$ cat src/rtl/spi_tgt_pkg.sv
package spi_tgt_pkg;
  localparam int unsigned REG_W = 16;
  localparam int unsigned ADDR_W = 3;

  localparam logic [ADDR_W-1:0] OFF_RX   = 3'd0;
  localparam logic [ADDR_W-1:0] OFF_TX   = 3'd1;
  localparam logic [ADDR_W-1:0] OFF_STAT = 3'd2;
  localparam logic [ADDR_W-1:0] OFF_CTRL = 3'd3;

  // status bit positions; control enables share them
  localparam int unsigned ST_RXOVR   = 3;
  localparam int unsigned ST_TXOVR   = 4;
  localparam int unsigned ST_TXEMPTY = 5;
  localparam int unsigned ST_TXRDY   = 6;
  localparam int unsigned ST_RXRDY   = 7;
  localparam int unsigned ST_ERR     = 8;

  localparam logic [REG_W-1:0] IEN_MASK =
    (REG_W'(1) << ST_RXOVR) | (REG_W'(1) << ST_TXOVR) | (REG_W'(1) << ST_TXRDY) |
    (REG_W'(1) << ST_RXRDY) | (REG_W'(1) << ST_ERR);

  // control -> datapath
  typedef struct packed {
    logic holdWrite;   // accepted write into the transmit holding register
    logic holdValid;   // holding register carries a word
  } tgtStrobe_t;

  // datapath -> control
  typedef struct packed {
    logic wordDone;      // a full word was received this cycle
    logic holdConsumed;  // holding word moved into the shift register
    logic shiftFull;     // shift register carries a word
  } tgtEvent_t;
endpackage

$ cat src/rtl/spi_tgt_sync.sv
module spi_tgt_sync #(
  parameter bit CPOL = 1'b0,
  parameter bit CPHA = 1'b0,
  parameter int STAGES = 2
) (
  input  logic clk,
  input  logic rstN,
  input  logic sclkIn,
  input  logic mosiIn,
  input  logic selNIn,
  output logic sampleEdge,
  output logic shiftEdge,
  output logic mosiBit,
  output logic selActive,
  output logic selDrop
);
  localparam int CHAIN_W = 3 * STAGES;
  localparam logic [2:0] IDLE_VAL = {CPOL, 1'b1, 1'b0};  // {sclk, sel, mosi}

  logic [CHAIN_W-1:0] chain;
  logic [2:0] synced;
  logic sclkPrev, selPrev;
  logic clkMoved, leadEdge, trailEdge;

  always_ff @(posedge clk) begin
    if (!rstN) begin
      chain    <= {STAGES{IDLE_VAL}};
      sclkPrev <= CPOL;
      selPrev  <= 1'b1;
    end else begin
      chain    <= {chain[CHAIN_W-4:0], sclkIn, selNIn, mosiIn};
      sclkPrev <= synced[2];
      selPrev  <= synced[1];
    end
  end

  assign synced    = chain[CHAIN_W-1 -: 3];
  assign mosiBit   = synced[0];
  assign selActive = ~synced[1];
  assign selDrop   = synced[1] & ~selPrev;

  assign clkMoved  = synced[2] ^ sclkPrev;
  assign leadEdge  = clkMoved & (synced[2] != CPOL);
  assign trailEdge = clkMoved & (synced[2] == CPOL);

  generate
    if (CPHA == 1'b0) begin : g_phase0
      assign sampleEdge = leadEdge & selActive;
      assign shiftEdge  = trailEdge & selActive;
    end else begin : g_phase1
      assign sampleEdge = trailEdge & selActive;
      assign shiftEdge  = leadEdge & selActive;
    end
  endgenerate
endmodule

$ cat src/rtl/spi_tgt_dpath.sv
module spi_tgt_dpath
  import spi_tgt_pkg::*;
#(
  parameter int DATA_W = 8,
  parameter bit LSB_FIRST = 1'b0,
  localparam int CNT_W = $clog2(DATA_W)
) (
  input  logic              clk,
  input  logic              rstN,
  input  tgtStrobe_t        stb,
  input  logic [DATA_W-1:0] wrWord,
  input  logic              sampleEdge,
  input  logic              shiftEdge,
  input  logic              mosiBit,
  input  logic              selDrop,
  output tgtEvent_t         evt,
  output logic [DATA_W-1:0] rxWord,
  output logic [CNT_W-1:0]  bitCount,
  output logic              misoOut
);
  localparam logic [CNT_W-1:0] LAST = CNT_W'(DATA_W - 1);

  logic [DATA_W-1:0] txHold, shiftReg, shiftNext, rxShift, rxNext, rxHold;
  logic [CNT_W-1:0]  bitCnt;
  logic shiftFull, wordEnd, loadIdle, abortNow;

  generate
    if (LSB_FIRST) begin : g_lsb
      assign rxNext    = {mosiBit, rxShift[DATA_W-1:1]};
      assign shiftNext = {1'b0, shiftReg[DATA_W-1:1]};
      assign misoOut   = shiftReg[0];
    end else begin : g_msb
      assign rxNext    = {rxShift[DATA_W-2:0], mosiBit};
      assign shiftNext = {shiftReg[DATA_W-2:0], 1'b0};
      assign misoOut   = shiftReg[DATA_W-1];
    end
  endgenerate

  assign wordEnd  = sampleEdge && (bitCnt == LAST);
  assign abortNow = selDrop && (bitCnt != '0);
  assign loadIdle = stb.holdValid && !shiftFull && (bitCnt == '0) && !abortNow;

  always_ff @(posedge clk) begin
    if (!rstN) begin
      txHold <= '0;
    end else if (stb.holdWrite) begin
      txHold <= wrWord;
    end
  end

  always_ff @(posedge clk) begin
    if (!rstN) begin
      shiftReg  <= '0;
      shiftFull <= 1'b0;
      rxShift   <= '0;
      rxHold    <= '0;
      bitCnt    <= '0;
    end else if (abortNow) begin
      shiftReg  <= '0;
      shiftFull <= 1'b0;
      bitCnt    <= '0;
    end else if (wordEnd) begin
      rxHold <= rxNext;
      rxShift <= rxNext;
      bitCnt <= '0;
      if (stb.holdValid) begin
        shiftReg  <= txHold;
        shiftFull <= 1'b1;
      end else begin
        shiftReg  <= '0;
        shiftFull <= 1'b0;
      end
    end else begin
      if (sampleEdge) begin
        rxShift <= rxNext;
        bitCnt  <= bitCnt + 1'b1;
      end
      if (shiftEdge && (bitCnt != '0)) begin
        shiftReg <= shiftNext;
      end
      if (loadIdle) begin
        shiftReg  <= txHold;
        shiftFull <= 1'b1;
      end
    end
  end

  assign evt.wordDone     = wordEnd;
  assign evt.holdConsumed = loadIdle || (wordEnd && stb.holdValid);
  assign evt.shiftFull    = shiftFull;
  assign rxWord           = rxHold;
  assign bitCount         = bitCnt;
endmodule

$ cat src/rtl/spi_tgt_ctrl.sv
module spi_tgt_ctrl
  import spi_tgt_pkg::*;
#(
  parameter int DATA_W = 8
) (
  input  logic              clk,
  input  logic              rstN,
  input  logic [ADDR_W-1:0] regAddr,
  input  logic              regWr,
  input  logic              regRd,
  input  logic [REG_W-1:0]  regWdata,
  input  tgtEvent_t         evt,
  input  logic [DATA_W-1:0] rxWord,
  output tgtStrobe_t        stb,
  output logic [REG_W-1:0]  regRdata,
  output logic [REG_W-1:0]  statusVec,
  output logic              irqOut
);
  logic txFull, rxReady, roeFlag, toeFlag, errFlag;
  logic [REG_W-1:0] ctrlReg;
  logic hitTx, hitRx, hitStat, hitCtrl;
  logic rxTake, roeSet, toeSet, flagClear;

  assign hitRx   = (regAddr == OFF_RX);
  assign hitTx   = (regAddr == OFF_TX);
  assign hitStat = (regAddr == OFF_STAT);
  assign hitCtrl = (regAddr == OFF_CTRL);

  assign rxTake    = regRd && hitRx;
  assign flagClear = regWr && hitStat;
  assign toeSet    = regWr && hitTx && txFull;
  assign roeSet    = evt.wordDone && rxReady && !rxTake;

  assign stb.holdWrite = regWr && hitTx && !txFull;
  assign stb.holdValid = txFull;

  always_ff @(posedge clk) begin
    if (!rstN) begin
      txFull  <= 1'b0;
      rxReady <= 1'b0;
      roeFlag <= 1'b0;
      toeFlag <= 1'b0;
      errFlag <= 1'b0;
      ctrlReg <= '0;
    end else begin
      if (stb.holdWrite)         txFull <= 1'b1;
      else if (evt.holdConsumed) txFull <= 1'b0;

      if (evt.wordDone)  rxReady <= 1'b1;
      else if (rxTake)   rxReady <= 1'b0;

      if (roeSet)         roeFlag <= 1'b1;
      else if (flagClear) roeFlag <= 1'b0;

      if (toeSet)         toeFlag <= 1'b1;
      else if (flagClear) toeFlag <= 1'b0;

      if (roeSet || toeSet) errFlag <= 1'b1;
      else if (flagClear)   errFlag <= 1'b0;

      if (regWr && hitCtrl) ctrlReg <= regWdata & IEN_MASK;
    end
  end

  always_comb begin
    statusVec = '0;
    statusVec[ST_RXOVR]   = roeFlag;
    statusVec[ST_TXOVR]   = toeFlag;
    statusVec[ST_TXEMPTY] = !evt.shiftFull;
    statusVec[ST_TXRDY]   = !txFull;
    statusVec[ST_RXRDY]   = rxReady;
    statusVec[ST_ERR]     = errFlag;
  end

  always_comb begin
    regRdata = '0;
    if (hitRx)        regRdata[DATA_W-1:0] = rxWord;
    else if (hitStat) regRdata = statusVec;
    else if (hitCtrl) regRdata = ctrlReg;
  end

  assign irqOut = |(statusVec & ctrlReg);
endmodule

$ cat src/rtl/spi_target_mmio.sv
module spi_target_mmio
  import spi_tgt_pkg::*;
#(
  parameter int DATA_W = 8,
  parameter bit LSB_FIRST = 1'b0,
  parameter bit CPOL = 1'b0,
  parameter bit CPHA = 1'b0
) (
  input  logic        clk,
  input  logic        rstN,
  input  logic        sclkIn,
  input  logic        mosiIn,
  input  logic        selNIn,
  output logic        misoOut,
  input  logic [2:0]  regAddr,
  input  logic        regWr,
  input  logic        regRd,
  input  logic [15:0] regWdata,
  output logic [15:0] regRdata,
  output logic        irqOut
);
  localparam int CNT_W = $clog2(DATA_W);

  logic sampleEdge, shiftEdge, mosiBit, selActive, selDrop;
  tgtStrobe_t stb;
  tgtEvent_t evt;
  logic [DATA_W-1:0] rxWord;
  logic [CNT_W-1:0] bitCount;
  logic [REG_W-1:0] statusVec;

  spi_tgt_sync #(.CPOL(CPOL), .CPHA(CPHA), .STAGES(2)) u_sync (
    .clk(clk), .rstN(rstN), .sclkIn(sclkIn), .mosiIn(mosiIn), .selNIn(selNIn),
    .sampleEdge(sampleEdge), .shiftEdge(shiftEdge), .mosiBit(mosiBit),
    .selActive(selActive), .selDrop(selDrop)
  );

  spi_tgt_ctrl #(.DATA_W(DATA_W)) u_ctrl (
    .clk(clk), .rstN(rstN), .regAddr(regAddr), .regWr(regWr), .regRd(regRd),
    .regWdata(regWdata), .evt(evt), .rxWord(rxWord), .stb(stb),
    .regRdata(regRdata), .statusVec(statusVec), .irqOut(irqOut)
  );

  spi_tgt_dpath #(.DATA_W(DATA_W), .LSB_FIRST(LSB_FIRST)) u_dpath (
    .clk(clk), .rstN(rstN), .stb(stb), .wrWord(regWdata[DATA_W-1:0]),
    .sampleEdge(sampleEdge), .shiftEdge(shiftEdge), .mosiBit(mosiBit),
    .selDrop(selDrop), .evt(evt), .rxWord(rxWord), .bitCount(bitCount),
    .misoOut(misoOut)
  );

  logic unusedSel;
  assign unusedSel = selActive;
endmodule

$ cat config.mk
export PLATFORM = sky130hd
export DESIGN_NAME = spi_target_mmio
export DESIGN_NICKNAME = d
export VERILOG_FILES = /design/src/rtl/spi_tgt_pkg.sv /design/src/rtl/spi_tgt_sync.sv /design/src/rtl/spi_tgt_dpath.sv /design/src/rtl/spi_tgt_ctrl.sv /design/src/rtl/spi_target_mmio.sv
export SDC_FILE = /design/constraint.sdc
export NUM_CORES = 1
export LEC_CHECK = 0
export ABC_AREA = 1
export BUFFER_PORTS_ARGS = -buffer_cell sky130_fd_sc_hd__buf_2
export CORE_MARGIN = 2
export CORE_UTILIZATION = 50
export CTS_CLUSTER_SIZE = 24
export DETAILED_ROUTE_END_ITERATION = 10
export PLACE_DENSITY = 0.75
export SLEW_MARGIN = 10
export SYNTH_ARGS = -nofsm -noshare
export SYNTH_HDL_FRONTEND = slang
export SYNTH_HIERARCHICAL = 1
export SYNTH_SLANG_ARGS = --single-unit
$ cat constraint.sdc
create_clock -name clk -period 1.5 [get_ports clk]
set_input_delay 0.225 -clock clk [delete_from_list [all_inputs] [get_ports clk]]
set_output_delay 0.225 -clock clk [all_outputs]
set_load 0.01 [all_outputs]
==> results of run 1 <==
-- repair_timing --
action                     CTS  global route
setup buffers                1             1
setup endpoints to repair   13            18
gates resized for setup      1            10
cloned                       0             0
pin swaps                    0             1
-- layout by cell type (no fill, tap or decap), types with 4 or more instances in the layout --
master,count
nand3_1,23
buf_4,15
nand2_1,60
buf_2,29
nand4_1,6
o21ai_1,8
nand2_2,5
dfxtp_1,51
nor2_4,5
inv_2,4
clkbuf_8,5
a21oi_1,33
o21ai_0,24
nor2_1,32
inv_1,55
conb_1,7
-- power by group through the flow --
stage               Sequential [mW]  Combinational (mW)  Clock (mW)
floorplan                      1.49               0.162           0
global placement               1.49               0.219           0
detailed placement             1.49               0.221           0
CTS                            1.46               0.224        1.03
global route                   1.46               0.257        1.08
finish                         1.46               0.225        1.00
-- critical path, cell delays in order (launching register included) --
cell     delay, ns
dfxtp_1       0.38
inv_1         0.10
a22oi_1       0.14
nand4_1       0.09
buf_2         0.15
-- flip-flops by register name, summed over array words and instances, names as in the netlist, 3 cells and up --
name              flops
u_sync/chain          6
u_dpath/rxWord        8
u_dpath/rxShift       7
u_ctrl/ctrlReg        5
u_dpath/bitCount      3
u_dpath/txHold        8
u_dpath/shiftReg      8
-- routing by layer --
metal / vias to the layer above / track usage, % / wire [um] / part of all wire (%)
met5: - / 0 / 0 / 0
met4: 0 / 4.68 / 34 / 0.69
met3: 4 / 4.55 / 233 / 4.7
met2: 37 / 32.0 / 2350 / 48
met1: 974 / 23.7 / 2320 / 47
li1: 1161 / - / - / -
-- per-stage QoR --
stage | area [um^2] | worst slack [ns] | setup TNS, ns
global route | 2930 | 0.0116 | 0
floorplan | 2560 | 0.00760 | 0
global placement | 2730 | 0.00153 | 0
detailed placement | 2730 | -0.0443 | -0.214
CTS | 2880 | 0.000244 | 0
finish | 2930 | 0.101 | 0
-- worst min path at each step --
stage	slack [ns]	from	to
after floorplan	0.31	selNIn	u_sync/chain[1]$_SDFF_PN1_
after global placement	0.39	u_sync/chain[1]$_SDFF_PN1_	u_sync/chain[4]$_SDFF_PN1_
after detailed placement	0.39	u_sync/chain[1]$_SDFF_PN1_	u_sync/chain[4]$_SDFF_PN1_
after CTS	0.07	selNIn	u_sync/chain[1]$_SDFF_PN1_
after global routing	0.09	selNIn	u_sync/chain[1]$_SDFF_PN1_
final	0.08	selNIn	u_sync/chain[1]$_SDFF_PN1_
-- final cells by class --
class,count,area (um^2),share of cell area [%]
multi-input cells,222,1170,39.8
flip-flops and latches,53,1060,36.3
repair buffers,45,278,9.48
inverters,59,221,7.56
well taps,67,83.8,2.86
clock buffers,5,68.8,2.35
clock inverters,3,47.5,1.62
==> flow_summary.json, run 1 <==
{
  "crit_required_ns": 1.27,
  "drc_errors": 0,
  "die_w_um": 75.2,
  "crit_end": "irqOut",
  "num_vias": 2176,
  "clock_sink_count": 53,
  "cts_buffer_depth": 2,
  "cts_tree": "built",
  "finalSetupViolCount": 0,
  "track_usage_pct": 18.7,
  "root_buffer": "clkbuf_8",
  "reg2regPathDepth": 6,
  "comb_power_share_pct": 8.4,
  "place_congestion": 0.904,
  "fillCellCount": 444,
  "p_leak_nw": 1.37,
  "rr_startpoint": "u_dpath/bitCount[0]$_SDFFE_PP0P_",
  "p_sw_uw": 650,
  "num_io_pins": 44,
  "reg2reg_slack_ns": 0.10,
  "fin_crit_ns": 1.40,
  "final_cells": 454,
  "regToRegEndpoint": "u_ctrl/txFull$_SDFFE_PN0P_",
  "final.period_utilization_pct": 93.3,
  "clk_pin_slew_ns": 0.10,
  "drive_above_1_share_pct": 21.4,
  "startpoint_type": "register",
  "area_delta_synth_final_pct": 15.8,
  "dpl.cell_count": 444,
  "postCtsHoldBufs": 0,
  "rsz0062_at_grt": "no",
  "cts-htree-levels": 2,
  "min_path_cells": 3,
  "grt_pass1_vias": 1929,
  "crit_type": "register to output port",
  "dp_hpwl_um": 3640,
  "rows": 25,
  "vias_per_cell": 4.79,
  "hold_class": "input port to register",
  "io_buffers": 29,
  "numCtsBuffers": 5,
  "worstPathMaxFanout": 4,
  "die_h_um": 75.2,
  "ant_nets": 0,
  "yosys_warnings": 6,
  "grt_overflow_total": 0,
  "syn_avg_cell_area_um2": 7.25,
  "synth_area_um2": 2530,
  "slew_viol_final": 0,
  "grt_antenna_before_repair": 0,
  "cp-startpoint": "u_ctrl/txFull$_SDFFE_PN0P_",
  "status": "finished clean",
  "syn-instance-count": 349,
  "skew_ns": 0.00898,
  "p_int_mw": 2.04,
  "post-route-util_pct": 60.8,
  "diodes": 0,
  "power.share.switching_pct": 24.2,
  "ir_drop_mv": 0.708,
  "cp.arrival_ns": 1.17,
  "p_per_area_nw_per_um2": 917,
  "endpoint_kind": "output port",
  "fin_nets": 415,
  "p_total_mw": 2.69,
  "whs_ns": 0.0839,
  "dr.first_iter.drc_count": 101,
  "clkPwrFrac_pct": 37.4,
  "finalHoldViolCount": 0,
  "power_frac_seq_pct": 54.3,
  "drv_cap": 0,
  "clk_latency_ns": 0.31,
  "die_area_um2": 5650,
  "core_um2": 4820,
  "fmax_ghz": 0.715,
  "firstDrtPassIters": 4,
  "start_util_pct": 52.5,
  "grt_max_degree": 24,
  "wire_per_inst_um": 10.9,
  "grt_pass1_wl_um": 8180,
  "drt_wl_total_um": 4940
}
(Power assumes the default switching activity.)
==> inputs of run 2 (changes only) <==
--- a/config.mk
+++ b/config.mk
@@ -7,11 +7,14 @@
 export LEC_CHECK = 0
 export ABC_AREA = 1
 export BUFFER_PORTS_ARGS = -buffer_cell sky130_fd_sc_hd__buf_2
+export CELL_PAD_IN_SITES_DETAIL_PLACEMENT = 1
+export CELL_PAD_IN_SITES_GLOBAL_PLACEMENT = 1
 export CORE_MARGIN = 2
-export CORE_UTILIZATION = 50
+export CORE_UTILIZATION = 36
 export CTS_CLUSTER_SIZE = 24
 export DETAILED_ROUTE_END_ITERATION = 10
-export PLACE_DENSITY = 0.75
+export PLACE_DENSITY_LB_ADDON = 0.1
+export SKIP_LAST_GASP = 1
 export SLEW_MARGIN = 10
 export SYNTH_ARGS = -nofsm -noshare
 export SYNTH_HDL_FRONTEND = slang
==> run 2 against run 1 <==
Clock-buffer cell count stayed put. Via count up 4.9%. Cell area rose by 2.6%. Die area up 37%. Clock skew grew 0.0029 ns. Critical path depth increased by 4. Wire length rose by 22%. Core utilization fell by 17 points. Largest power group unchanged. Highest routed layer unchanged.
==> flow_summary.json, run 2 (synthesis gave the netlist of run 1 again) <==
{
  "finalSetupViolCount": 0,
  "p_leak_nw": 1.40,
  "cp-startpoint": "u_dpath/bitCount[0]$_SDFFE_PP0P_",
  "layout_commonest_cell": "nand2_1",
  "start_util_pct": 37.3,
  "postCtsHoldBufs": 0,
  "skew_ns": 0.0119,
  "crit_required_ns": 1.75,
  "grt_antenna_before_repair": 0,
  "layout_common_cells": "nand2_1 (60), inv_1 (53), dfxtp_1 (48)",
  "fin_nets": 423,
  "dp_hpwl_um": 4560,
  "fmax_ghz": 0.711,
  "vias_per_cell": 4.65,
  "slowest_delay_ns": 0.38,
  "io_buffers": 29,
  "grt_max_degree": 21,
  "path_delay_family": "simple AND/OR/NAND/NOR gates",
  "fin_tns_setup_ns": 0,
  "endpoint_kind": "register",
  "final_cells": 491,
  "rr_startpoint": "u_dpath/bitCount[0]$_SDFFE_PP0P_",
  "core_um2": 6790,
  "finalHoldViolCount": 0,
  "crit_end": "u_ctrl/txFull$_SDFFE_PN0P_",
  "topRoutingLayerUsed": "met4",
  "grt_pass1_vias": 2283,
  "diodes": 0,
  "path_depth": 8,
  "wl_met2_um": 2880,
  "root_buffer": "clkbuf_8",
  "clock_sink_count": 53,
  "rsz0062_at_grt": "yes",
  "final.period_utilization_pct": 93.7,
  "grt_overflow_total": 0,
  "numCtsBuffers": 5,
  "fillCellCount": 869,
  "cp.arrival_ns": 1.65,
  "clk_latency_ns": 0.31,
  "wire_per_inst_um": 12.3,
  "regToRegEndpoint": "u_ctrl/txFull$_SDFFE_PN0P_",
  "cts-htree-levels": 2,
  "cts_buffer_depth": 2,
  "place_congestion": 0.772,
  "rows": 30,
  "die_w_um": 87.9,
  "status": "finished clean",
  "fin_crit_ns": 1.41,
  "slowest_stage": "dfxtp_2",
  "wl_met1_um": 2930,
  "hold_class": "input port to register",
  "track_usage_pct": 17.3,
  "dpl.cell_count": 483,
  "drv_cap": 0,
  "p_per_area_nw_per_um2": 846,
  "num_vias": 2283,
  "drt_wl_total_um": 6020,
  "ir_drop_mv": 0.376,
  "die_h_um": 87.9,
  "crit_type": "register to register",
  "reg2reg_slack_ns": 0.09,
  "dr.first_iter.drc_count": 80,
  "num_io_pins": 44,
  "worstPathMaxFanout": 4,
  "area_delta_synth_final_pct": 18.8,
  "ant_nets": 0,
  "drive_above_1_share_pct": 24.3,
  "grt_pass1_wl_um": 10500,
  "reg2regPathDepth": 8,
  "wl_met3_um": 137,
  "slew_viol_final": 0,
  "die_area_um2": 7720,
  "firstDrtPassIters": 3,
  "critPathBufInv": 2,
  "crit_path_cell_trace": "inv_1 > ha_2 > inv_2 > nor2_4 > nand2_4 > o21ai_1 > or2_2 > a21oi_1",
  "startpoint_type": "register",
  "clk_pin_slew_ns": 0.11,
  "cts_tree": "built",
  "drc_errors": 0
}
## run 2: cell count changes in the layout (fill, tap and decap cells not counted), sizes merged
| cell | previous run | this run |
|---|---|---|
| buf | 45 | 53 |
| clkinv | 0 | 3 |
| inv | 61 | 59 |
| bufinv | 1 | 0 |
## run 2: timing repair
| item | 4_1_cts | 5_1_grt |
|---|---|---|
| pin swaps | 0 | 5 |
| gates resized for setup | 1 | 16 |
| buffers inserted | 0 | 1 |
| setup endpoints to repair | 7 | 26 |
| gates cloned | 0 | 0 |
## run 2: worst min path at each step
| stage | start | end | slack (ns) | cells past startpoint |
|---|---|---|---|---|
| floorplan | selNIn | u_sync/chain[1]$_SDFF_PN1_ | 0.31 | 2 |
| global placement | u_sync/chain[1]$_SDFF_PN1_ | u_sync/chain[4]$_SDFF_PN1_ | 0.39 | 2 |
| detailed placement | u_sync/chain[1]$_SDFF_PN1_ | u_sync/chain[4]$_SDFF_PN1_ | 0.40 | 2 |
| CTS | selNIn | u_sync/chain[1]$_SDFF_PN1_ | 0.07 | 3 |
| global route | selNIn | u_sync/chain[1]$_SDFF_PN1_ | 0.1 | 3 |
| finish | selNIn | u_sync/chain[1]$_SDFF_PN1_ | 0.09 | 3 |
## run 2: per-stage QoR
step	instance area, um^2	utilization [%]	setup WS [ns]	hold slack, ns	power, mW
5_1_grt	3010	44.3	-0.0190	0.0965	2.69
6_report	3010	44.3	0.0943	0.0915	2.55
2_1_floorplan	2560	-	0.00760	0.310	1.65
4_1_cts	2950	43.5	0.00139	0.0746	2.58
3_5_place_dp	2860	42.0	-0.0383	0.395	1.74
3_3_place_gp	2860	42.0	0.00972	0.388	1.73
## run 2: worst reg2reg max path, cell delays in order, from the launching register on
cell and delay, ns:
dfxtp_2 0.38, inv_1 0.06, ha_2 0.20, inv_2 0.07, nor2_4 0.05, nand2_4 0.08
o21ai_1 0.08, or2_2 0.29, a21oi_1 0.13
## run 2: layer usage
metal / GRT usage (%) / up-vias
li1: - / 1174
met4: 5.59 / 0
met2: 28.6 / 25
met3: 3.20 / 8
met5: 0 / -
met1: 22.8 / 1076
## run 2: final cells by class
class / count / area (um^2) / share of cell area [%]
timing repair buffer: 53 / 338 / 11.2
inverter: 59 / 221 / 7.36
multi-input combinational: 222 / 1170 / 38.9
clock inverter: 3 / 22.5 / 0.749
clock buffer: 5 / 68.8 / 2.29
sequential: 53 / 1070 / 35.5
tap: 96 / 120 / 3.99
## run 2: report_power, final
group | internal (mW) | switching, mW | leakage, nW
sequential | 1.44 | 0.0183 | 0.432
combinational | 0.0988 | 0.148 | 0.918
clock | 0.333 | 0.505 | 0.0481
